--- src/rtl/rrs_pkg.sv ---
package rrs_pkg;
  typedef enum logic [2:0] {
    PH_HOLD   = 3'd0,
    PH_WAIT1  = 3'd1,
    PH_PULSE1 = 3'd2,
    PH_WAIT2  = 3'd3,
    PH_PULSE2 = 3'd4,
    PH_WAIT3  = 3'd5,
    PH_READY  = 3'd6
  } rrs_phase_e;
endpackage

--- src/rtl/rrs_timer.sv ---
module rrs_timer #(
  parameter int CNT_W = 8
) (
  input  logic             clk,
  input  logic             rst,
  input  logic             load,
  input  logic [CNT_W-1:0] load_val,
  output logic             expired
);
  logic [CNT_W-1:0] cnt;

  always_ff @(posedge clk) begin
    if (rst)              cnt <= '0;
    else if (load)        cnt <= load_val;
    else if (cnt != '0)   cnt <= cnt - 1'b1;
  end

  assign expired = (cnt == '0);

  // The counter must rest at zero and never wrap around.
  AST_TMR_NO_WRAP: assert property (@(posedge clk) disable iff (rst)
    (!load && expired) |=> expired);
endmodule

--- src/rtl/rrs_ctrl.sv ---
module rrs_ctrl
  import rrs_pkg::*;
#(
  parameter int CNT_W     = 8,
  parameter int LONG_CYC  = 4,
  parameter int SHORT_CYC = 2
) (
  input  logic             clk,
  input  logic             rst,
  input  logic             hold_req,
  input  logic             release_req,
  input  logic             expired,
  output logic             load,
  output logic [CNT_W-1:0] load_val,
  output logic             chip_rst_n,
  output logic             busy,
  output logic             ready
);
  localparam logic [CNT_W-1:0] LONG_LD  = CNT_W'(LONG_CYC - 1);
  localparam logic [CNT_W-1:0] SHORT_LD = CNT_W'(SHORT_CYC - 1);

  rrs_phase_e phase, nxt;

  always_comb begin
    nxt      = phase;
    load     = 1'b0;
    load_val = LONG_LD;
    if (hold_req) begin
      nxt = PH_HOLD;
    end else if (release_req && (phase == PH_HOLD || phase == PH_READY)) begin
      nxt  = PH_WAIT1;
      load = 1'b1;
    end else if (expired) begin
      unique case (phase)
        PH_WAIT1:  begin nxt = PH_PULSE1; load = 1'b1; load_val = SHORT_LD; end
        PH_PULSE1: begin nxt = PH_WAIT2;  load = 1'b1; end
        PH_WAIT2:  begin nxt = PH_PULSE2; load = 1'b1; load_val = SHORT_LD; end
        PH_PULSE2: begin nxt = PH_WAIT3;  load = 1'b1; end
        PH_WAIT3:  nxt = PH_READY;
        default:   nxt = phase;
      endcase
    end
  end

  always_ff @(posedge clk) begin
    if (rst) begin
      phase      <= PH_HOLD;
      chip_rst_n <= 1'b0;
      busy       <= 1'b0;
      ready      <= 1'b0;
    end else begin
      phase      <= nxt;
      chip_rst_n <= !(nxt == PH_HOLD || nxt == PH_PULSE1 || nxt == PH_PULSE2);
      busy       <= !(nxt == PH_HOLD || nxt == PH_READY);
      ready      <= (nxt == PH_READY);
    end
  end

  AST_HOLD_WINS: assert property (@(posedge clk) disable iff (rst)
    hold_req |=> (!chip_rst_n && !busy && !ready));
  AST_START_SEQ: assert property (@(posedge clk) disable iff (rst)
    (release_req && !hold_req && !busy) |=> (busy && chip_rst_n && !ready));
  AST_BUSY_READY_EXCL: assert property (@(posedge clk) disable iff (rst)
    !(busy && ready));
  AST_READY_PIN_HIGH: assert property (@(posedge clk) disable iff (rst)
    ready |-> chip_rst_n);
  AST_READY_AFTER_BUSY: assert property (@(posedge clk) disable iff (rst)
    $rose(ready) |-> $past(busy));
  AST_IDLE_PIN_LOW: assert property (@(posedge clk) disable iff (rst)
    (!busy && !ready) |-> !chip_rst_n);
  AST_PULSE_IN_SEQ: assert property (@(posedge clk) disable iff (rst)
    ($fell(chip_rst_n) && busy) |-> $past(busy));
endmodule

--- src/rtl/rst_release_seq.sv ---
module rst_release_seq #(
  parameter int CLK_FREQ_HZ    = 50_000_000,
  parameter int LONG_WAIT_US   = 60_000,
  parameter int SHORT_PULSE_NS = 2_000
) (
  input  logic clk,
  input  logic rst,
  input  logic hold_req,
  input  logic release_req,
  output logic chip_rst_n,
  output logic busy,
  output logic ready
);
  // Round up so that no interval is ever shorter than its minimum.
  localparam longint LONG_L  = (longint'(CLK_FREQ_HZ) * longint'(LONG_WAIT_US) + 64'd999_999) / 64'd1_000_000;
  localparam longint SHORT_L = (longint'(CLK_FREQ_HZ) * longint'(SHORT_PULSE_NS) + 64'd999_999_999) / 64'd1_000_000_000;
  localparam int LONG_CYC  = (LONG_L  < 1) ? 1 : int'(LONG_L);
  localparam int SHORT_CYC = (SHORT_L < 1) ? 1 : int'(SHORT_L);
  localparam int MAX_CYC   = (LONG_CYC > SHORT_CYC) ? LONG_CYC : SHORT_CYC;
  localparam int CNT_W     = (MAX_CYC < 2) ? 1 : $clog2(MAX_CYC);

  logic             tmr_load;
  logic [CNT_W-1:0] tmr_val;
  logic             tmr_expired;

  rrs_timer #(.CNT_W(CNT_W)) timer_i (
    .clk      (clk),
    .rst      (rst),
    .load     (tmr_load),
    .load_val (tmr_val),
    .expired  (tmr_expired)
  );

  rrs_ctrl #(
    .CNT_W     (CNT_W),
    .LONG_CYC  (LONG_CYC),
    .SHORT_CYC (SHORT_CYC)
  ) ctrl_i (
    .clk         (clk),
    .rst         (rst),
    .hold_req    (hold_req),
    .release_req (release_req),
    .expired     (tmr_expired),
    .load        (tmr_load),
    .load_val    (tmr_val),
    .chip_rst_n  (chip_rst_n),
    .busy        (busy),
    .ready       (ready)
  );
endmodule

--- config.mk ---
export PLATFORM = sky130hd
export DESIGN_NAME = rst_release_seq
export DESIGN_NICKNAME = d
export VERILOG_FILES = /design/src/rtl/rrs_pkg.sv /design/src/rtl/rrs_timer.sv /design/src/rtl/rrs_ctrl.sv /design/src/rtl/rst_release_seq.sv
export SDC_FILE = /design/constraint.sdc
export NUM_CORES = 1
export LEC_CHECK = 0
export ABC_AREA = 1
export BUFFER_PORTS_ARGS = -buffer_cell sky130_fd_sc_hd__buf_2
export CORE_MARGIN = 2
export CORE_UTILIZATION = 56
export DETAILED_ROUTE_END_ITERATION = 10
export PLACE_DENSITY = 0.76
export SETUP_SLACK_MARGIN = 0.15
export SLEW_MARGIN = 20
export SYNTH_ARGS = -nofsm -noshare
export SYNTH_HDL_FRONTEND = slang
export SYNTH_HIERARCHICAL = 1
export SYNTH_SLANG_ARGS = --single-unit
--- constraint.sdc ---
create_clock -name clk -period 2.3 [get_ports clk]
set_input_delay 0.345 -clock clk [delete_from_list [all_inputs] [get_ports clk]]
set_output_delay 0.345 -clock clk [all_outputs]
set_load 0.02 [all_outputs]
==> impl_results.md, run 1 <==
* GR Util All Layers at 22.3%
* Initial drt markers at 103
* Leak at 1.07 nW
* Synthesized instance count at 310
* CTS H-tree lvls at 1
* Vias per std cell at 4.96
* Seq/Total Area, Yosys at 26.2%
* Final setup fails at 0
* DRC Markers at 0
* Routability cong. at 0.924
* Hold Crit Class: in2reg
* Share of cells above drive strength 1 at 25.8%
* Synth area leaders: dfxtp_1 26%, nand2_1 15%, buf_4 7.0%
* CTS tree: yes
* RSZ-0062 raised after global routing: yes
* Final Cycle Share at 87.6%
* Routed wire length at 4380 microns
* # hold bufs at CTS at 0
* Status: completed
* Layer with the highest usage: met2
* CTS Buf Count at 3
* Setup crit end kind: register
* Clock Tree Buf Depth at 2
* Clk sinks at 28
* Std cell rows at 22
* Achievable frequency at 496 MHz
* CP Class: reg2reg
* Area Overhead vs Synth at 7.85%
* Number of global-route vias before repair at 1657
* Fill count at 311
* HPWL Detailed at 3110 microns
* Final Net Count at 320
* Worst-Skew Late Latency at 0.28 ns
* Met2 usage at 38.1%
* First-pass GRT wire length at 7390 microns
* Core Area at 0.00366 sq mm
* Fin. Hold Viols at 0
* Via Count at 1797
* Most frequent cells in the layout: 84 x nand2_1, 37 x nor2_1, 28 x dfxtp_1
* Largest net degree at the start of global routing at 17
* Total gr overflow at 0
* Critical Path RT at 2.46 ns
* Distinct cells, synth at 32
* Final ANT Viol Nets at 0
* Max-slew violation count at 0
* Post-Syn Area at 0.00214 sq mm
* I/O pin count at 7
* IO buf count at 6
* Initial core utilization at 58.3%
* Skew final at 0.00262 ns
* Root Driver: clkbuf_8
* Register bit total from synthesis at 28
* Mean Syn Cell Area at 6.89 sq um
* Post-layout util at 62.9%
* Arrival @ worst endpoint at 2.18 ns
* Die height at 65.8 microns
* Setup TNS at 0 ns
* Initial antenna violation count at 0
* Met1 Use GR at 28.8%
* WL/cell at 12.1 microns
* GR Layer Usage met3 at 2.74%
* Detailed Routing Iterations Pass 1 at 4
* Yosys Warn Count at 6
* Critical Path Fanout Max at 14
* Clock transition at path regs at 0.10 ns
* Total of max-cap violations at 0
* Die area at 0.00432 sq mm
* Most frequent standard cell in the layout excluding fill and tap cells: nand2_1
* Worst vdd ir at 0.367 mV
* Power density cells at 807 mW/mm^2
* Critical path launch point type: register
* Area leader, netlist: dfxtp_1
* Die width at 65.8 microns
* Flop2flop setup slack at 0.28 ns
* # diodes at 0
* Top cell type's share of synthesized area at 26.2%
* Min Clock Period, post-route at 2.02 ns
-- worst max-delay path: stages, from the launching register on --
cell and delay (ns):
dfxtp_1 0.36, nor2_2 0.20, nand2_1 0.15, inv_1 0.10, nand2_2 0.08, nor4_4 0.15, nand2_1 0.13, a21oi_4 0.22
buf_12 0.16, nor2_4 0.04, buf_12 0.16, nand2_1 0.07, a21oi_1 0.06
-- metal layers --
layer	up-vias	wire, microns
met5	-	0
met2	22	2200
met1	822	2010
met4	0	61
li1	946	-
met3	7	112
-- cell type report --
class                           count  area [sq um]  share of cell area [%]
Multi-Input combinational cell    231          1330                    57.6
Sequential cell                    28           561                    24.3
Timing Repair Buffer               20           168                    7.28
Inverter                           31           116                    5.05
Tap cell                           48          60.1                    2.61
Clock buffer                        3          41.3                    1.79
Clock inverter                      1          30.0                    1.30
-- final timing paths --
| kind | start | endpoint | cells past startpoint |
|---|---|---|---|
| worst max register to register | timer_i/cnt[10] | timer_i/cnt[11] | 12 |
| worst min register to register | timer_i/cnt[21] | timer_i/cnt[21] | 4 |
| worst min-delay path | hold_req | timer_i/cnt[6] | 4 |
| worst max-delay path | timer_i/cnt[10] | timer_i/cnt[11] | 12 |
-- kinds of logic (layout without fill, tap and decap cells) --
group | Yosys count | count (layout) | share of synthesized area (%)
AOI/OAI and AO/OA | 26 | 26 | 8.38
and+or+nand+nor | 183 | 183 | 44.6
buffers and inverters | 58 | 55 | 14.9
adders and majority gates | 1 | 1 | 0.586
DFF | 28 | 28 | 26.2
xor gates and xnor gates | 12 | 12 | 4.92
other | 2 | 9 | 0.352
-- repair_timing --
item,CTS,global route
endpoints found under the setup margin,19,23
resized for setup,5,3
setup buffers,6,1
pin swaps,7,2
-- synth_stat cells (all sizes together) --
library cell and number:
conb 2, ha 1, nand3b 2, inv 31, o21ai 8, nand4 7, nand3 18, dfxtp 28
nor3 2, xor2 8, nand2 102, nor2 49, a21oi 18, buf 23, nor4 1, xnor2 4
clkbuf 4, or2 2
-- power by group --
group | leakage, nW | internal [W] | total, W | switching [W]
clock network | 0.0357 | 0.000233 | 0.000395 | 0.000161
registers | 0.231 | 0.000549 | 0.000614 | 0.0000659
logic | 0.801 | 0.000319 | 0.000851 | 0.000532
total | 1.07 | 0.00110 | 0.00186 | 0.000759
-- sequential cells by signal, summed over array words and instances (netlist names) --
register	cells
ctrl_i/busy	1
ctrl_i/chip_rst_n	1
ctrl_i/phase	3
ctrl_i/ready	1
timer_i/cnt	22
-- stage by stage --
stage / power, W / cells / setup slack (ns) / area (sq um) / hold slack [ns]
after floorplan: 0.00128 / 317 / 0.161 / 2180 / 0.414
after global placement: 0.00140 / 351 / 0.192 / 2150 / 0.549
after detailed placement: 0.00141 / 351 / 0.100 / 2150 / 0.561
after CTS: 0.00186 / 361 / 0.161 / 2290 / 0.406
after global routing: 0.00199 / 362 / 0.116 / 2300 / 0.435
final: 0.00186 / 362 / 0.284 / 2300 / 0.435
Note: power is estimated with default switching activity, not from simulation.
==> run 2: changes to the inputs <==
- CORE_MARGIN: 2 -> unset
==> impl_results.md, run 2 (synthesis gave the netlist of run 1 again) <==
* Status: completed
* Pre-CTS setup slack at 0.0524 ns (-0.0477 ns)
* Final Net Count at 324 (+1.3%)
* Most frequent cells in the layout: 74 x nand2_1, 37 x nor2_1, 25 x inv_1
* Final ANT Viol Nets at 0 (unchanged)
* Post-layout util at 66.8% (+3.9 points)
* Std cell rows at 22 (unchanged)
* Met1 Use GR at 28.7% (-0.084 points)
* IO buf count at 6 (unchanged)
* RSZ-0062 raised after global routing: yes
* Routability cong. at 0.911 (-1.5%)
* Initial core utilization at 58.3% (unchanged)
* Flop2flop setup slack at 0.15 ns (-0.13 ns)
* Top flop regs: timer_i/cnt x22, ctrl_i/phase x3
* Critical Path Fanout Max at 7 (-7)
* Switching part of the total at 43.7% (+2.9 points)
* CTS tree: yes
* # diodes at 0 (unchanged)
* Leak at 1.12 nW (+5.0%)
* Worst Hold End: timer_i/cnt[16]
* Number of global-route vias before repair at 1548 (-6.6%)
* Vias per std cell at 5.02 (+1.1%)
* Initial drt markers at 124 (+20%)
* CTS Buf Count at 3 (unchanged)
* I/O pin count at 7 (unchanged)
* Final Cycle Share at 93.5% (+5.8 points)
* Critical R2R Launch: timer_i/cnt[0]
* Final setup fails at 0 (unchanged)
* DP Cell Count at 350 (-0.28%)
* Layer with the highest usage: met2
* Comb pwr share at 50.8% (+5.1 points)
* Hold Crit Class: in2reg
* Total Power at 0.00183 W (-1.5%)
* Die width at 63.8 microns (-3.0%)
* Max FFs per register at 22 (unchanged)
* Total of max-cap violations at 0 (unchanged)
* Hold wc startpoint: rst
* Total gr overflow at 0 (unchanged)
* Biggest register: timer_i/cnt
* FF-to-FF path depth at 14 (+2)
* GR Layer Usage met3 at 4.11% (+1.4 points)
* Setup crit end kind: register
* Share of cells above drive strength 1 at 33.1% (+7.3 points)
* Fin. Hold Viols at 0 (unchanged)
* Worst-Skew Late Latency at 0.27 ns (about the same)
* Cell Count, Final, Fillers Out at 365 (+0.83%)
* Core Area at 0.00366 sq mm (unchanged)
* Sequential power share at 34.6% (+1.6 points)
* Root Driver: clkbuf_8
* Arrival @ worst endpoint at 2.36 ns (+0.18 ns)
* Initial antenna violation count at 0 (unchanged)
* CP Class: reg2reg
* Critical Path RT at 2.51 ns (+0.05 ns)
* Die area at 0.00406 sq mm (-6.0%)
* WL/cell at 12.8 microns (+5.5%)
* CTS H-tree lvls at 1 (unchanged)
* Routed wire length at 4660 microns (+6.4%)
* Skew final at 0.00169 ns (-0.000930 ns)
* Post-route setup slack at 0.150 ns (-0.134 ns)
* Fill count at 296 (-4.8%)
* # hold bufs at CTS at 0 (unchanged)
* Die height at 63.8 microns (-3.0%)
* Critical path launch point type: register
* First-pass GRT wire length at 6970 microns (-5.7%)
* Clock transition at path regs at 0.09 ns (about the same)
* Largest net degree at the start of global routing at 17 (unchanged)
* Power share of the clock group at 14.6% (-6.6 points)
* Detailed Routing Iterations Pass 1 at 4 (unchanged)
* DRC Markers at 0 (unchanged)
* Int Power at 0.00103 W (-6.2%)
* Clk sinks at 28 (unchanged)
* Most frequent standard cell in the layout excluding fill and tap cells: nand2_1
* Setup TNS at 0 ns (unchanged)
* FF-to-FF End: timer_i/cnt[2]
* HPWL Detailed at 3120 microns (+0.28%)
* Clock Tree Buf Depth at 2 (unchanged)
* Min Clock Period, post-route at 2.15 ns (+0.134 ns)
* Area Overhead vs Synth at 14.5%
* Max-slew violation count at 0 (unchanged)
* GR Util All Layers at 21.7% (-0.60 points)
* Switching power at 0.000801 W (+5.5%)
* Via Count at 1832 (+1.9%)
* Achievable frequency at 465 MHz (-6.2%)
* Met2 usage at 35.8% (-2.4 points)
* Worst vdd ir at 0.327 mV (-11%)
* Hold Path Depth at 2 (-2)
* Power density cells at 749 mW/mm^2 (-7.2%)
==> run 2: worst max path at each step <==
stage	depth (start not counted)	to	from	slack (ns)
2_1_floorplan	13	timer_i/cnt[2]	timer_i/cnt[0]	0.16
3_3_place_gp	13	timer_i/cnt[0]	timer_i/cnt[0]	0.15
3_5_place_dp	13	timer_i/cnt[1]	timer_i/cnt[0]	0.05
4_1_cts	13	timer_i/cnt[11]	timer_i/cnt[0]	0.15
5_1_grt	14	timer_i/cnt[2]	timer_i/cnt[0]	0.01
6_report	14	timer_i/cnt[2]	timer_i/cnt[0]	0.15
==> run 2: worst max-delay path: stages, from the launching register on <==
cell,delay (ns)
dfxtp_2,0.34
inv_2,0.08
ha_4,0.15
nand2_4,0.07
nor2_8,0.13
nand2_4,0.07
nor4_4,0.26
nand2_1,0.14
a21oi_4,0.29
buf_8,0.18
buf_6,0.10
nand2_1,0.04
o21ai_1,0.08
nand2_1,0.07
nor2_1,0.07
==> run 2: through the flow <==
stage	hold slack, ns	cell area [sq um]
2_1_floorplan	0.414	2180
3_3_place_gp	0.548	2130
3_5_place_dp	0.550	2130
4_1_cts	0.436	2190
5_1_grt	0.455	2450
6_report	0.449	2450
==> run 2: routing by layer <==
layer / share of wire, % / wire (microns) / vias to the layer above
li1: - / - / 949
met1: 45 / 2080 / 833
met2: 49 / 2280 / 39
met3: 4.3 / 200 / 11
met4: 2.2 / 102 / 0
met5: 0 / 0 / -
==> run 2: cell type report <==
cell class | instances | area (sq um) | share of cell area [%]
sequential | 28 | 569 | 23.3
inverter | 31 | 119 | 4.86
multi-input combinational | 231 | 1420 | 58.1
timing repair buffer | 24 | 235 | 9.62
clock buffer | 3 | 41.3 | 1.69
tap | 48 | 60.1 | 2.46
==> run 2: power by group through the flow <==
| stage | combinational (W) | clock (W) | sequential, W |
|---|---|---|---|
| after global placement | 0.000760 | 0 | 0.000627 |
| after detailed placement | 0.000775 | 0 | 0.000628 |
| after CTS | 0.000784 | 0.000280 | 0.000617 |
| after floorplan | 0.000669 | 0 | 0.000609 |
| final | 0.000931 | 0.000268 | 0.000634 |
| after global routing | 0.00103 | 0.000299 | 0.000644 |
==> run 2: what timing repair did <==
action / CTS / global route
gates resized for setup: 2 / 48
buffers inserted: 1 / 9
pin swaps: 1 / 20
cloned: 0 / 2
setup endpoints to repair: 8 / 25
hold endpoints to repair: 0 / 0
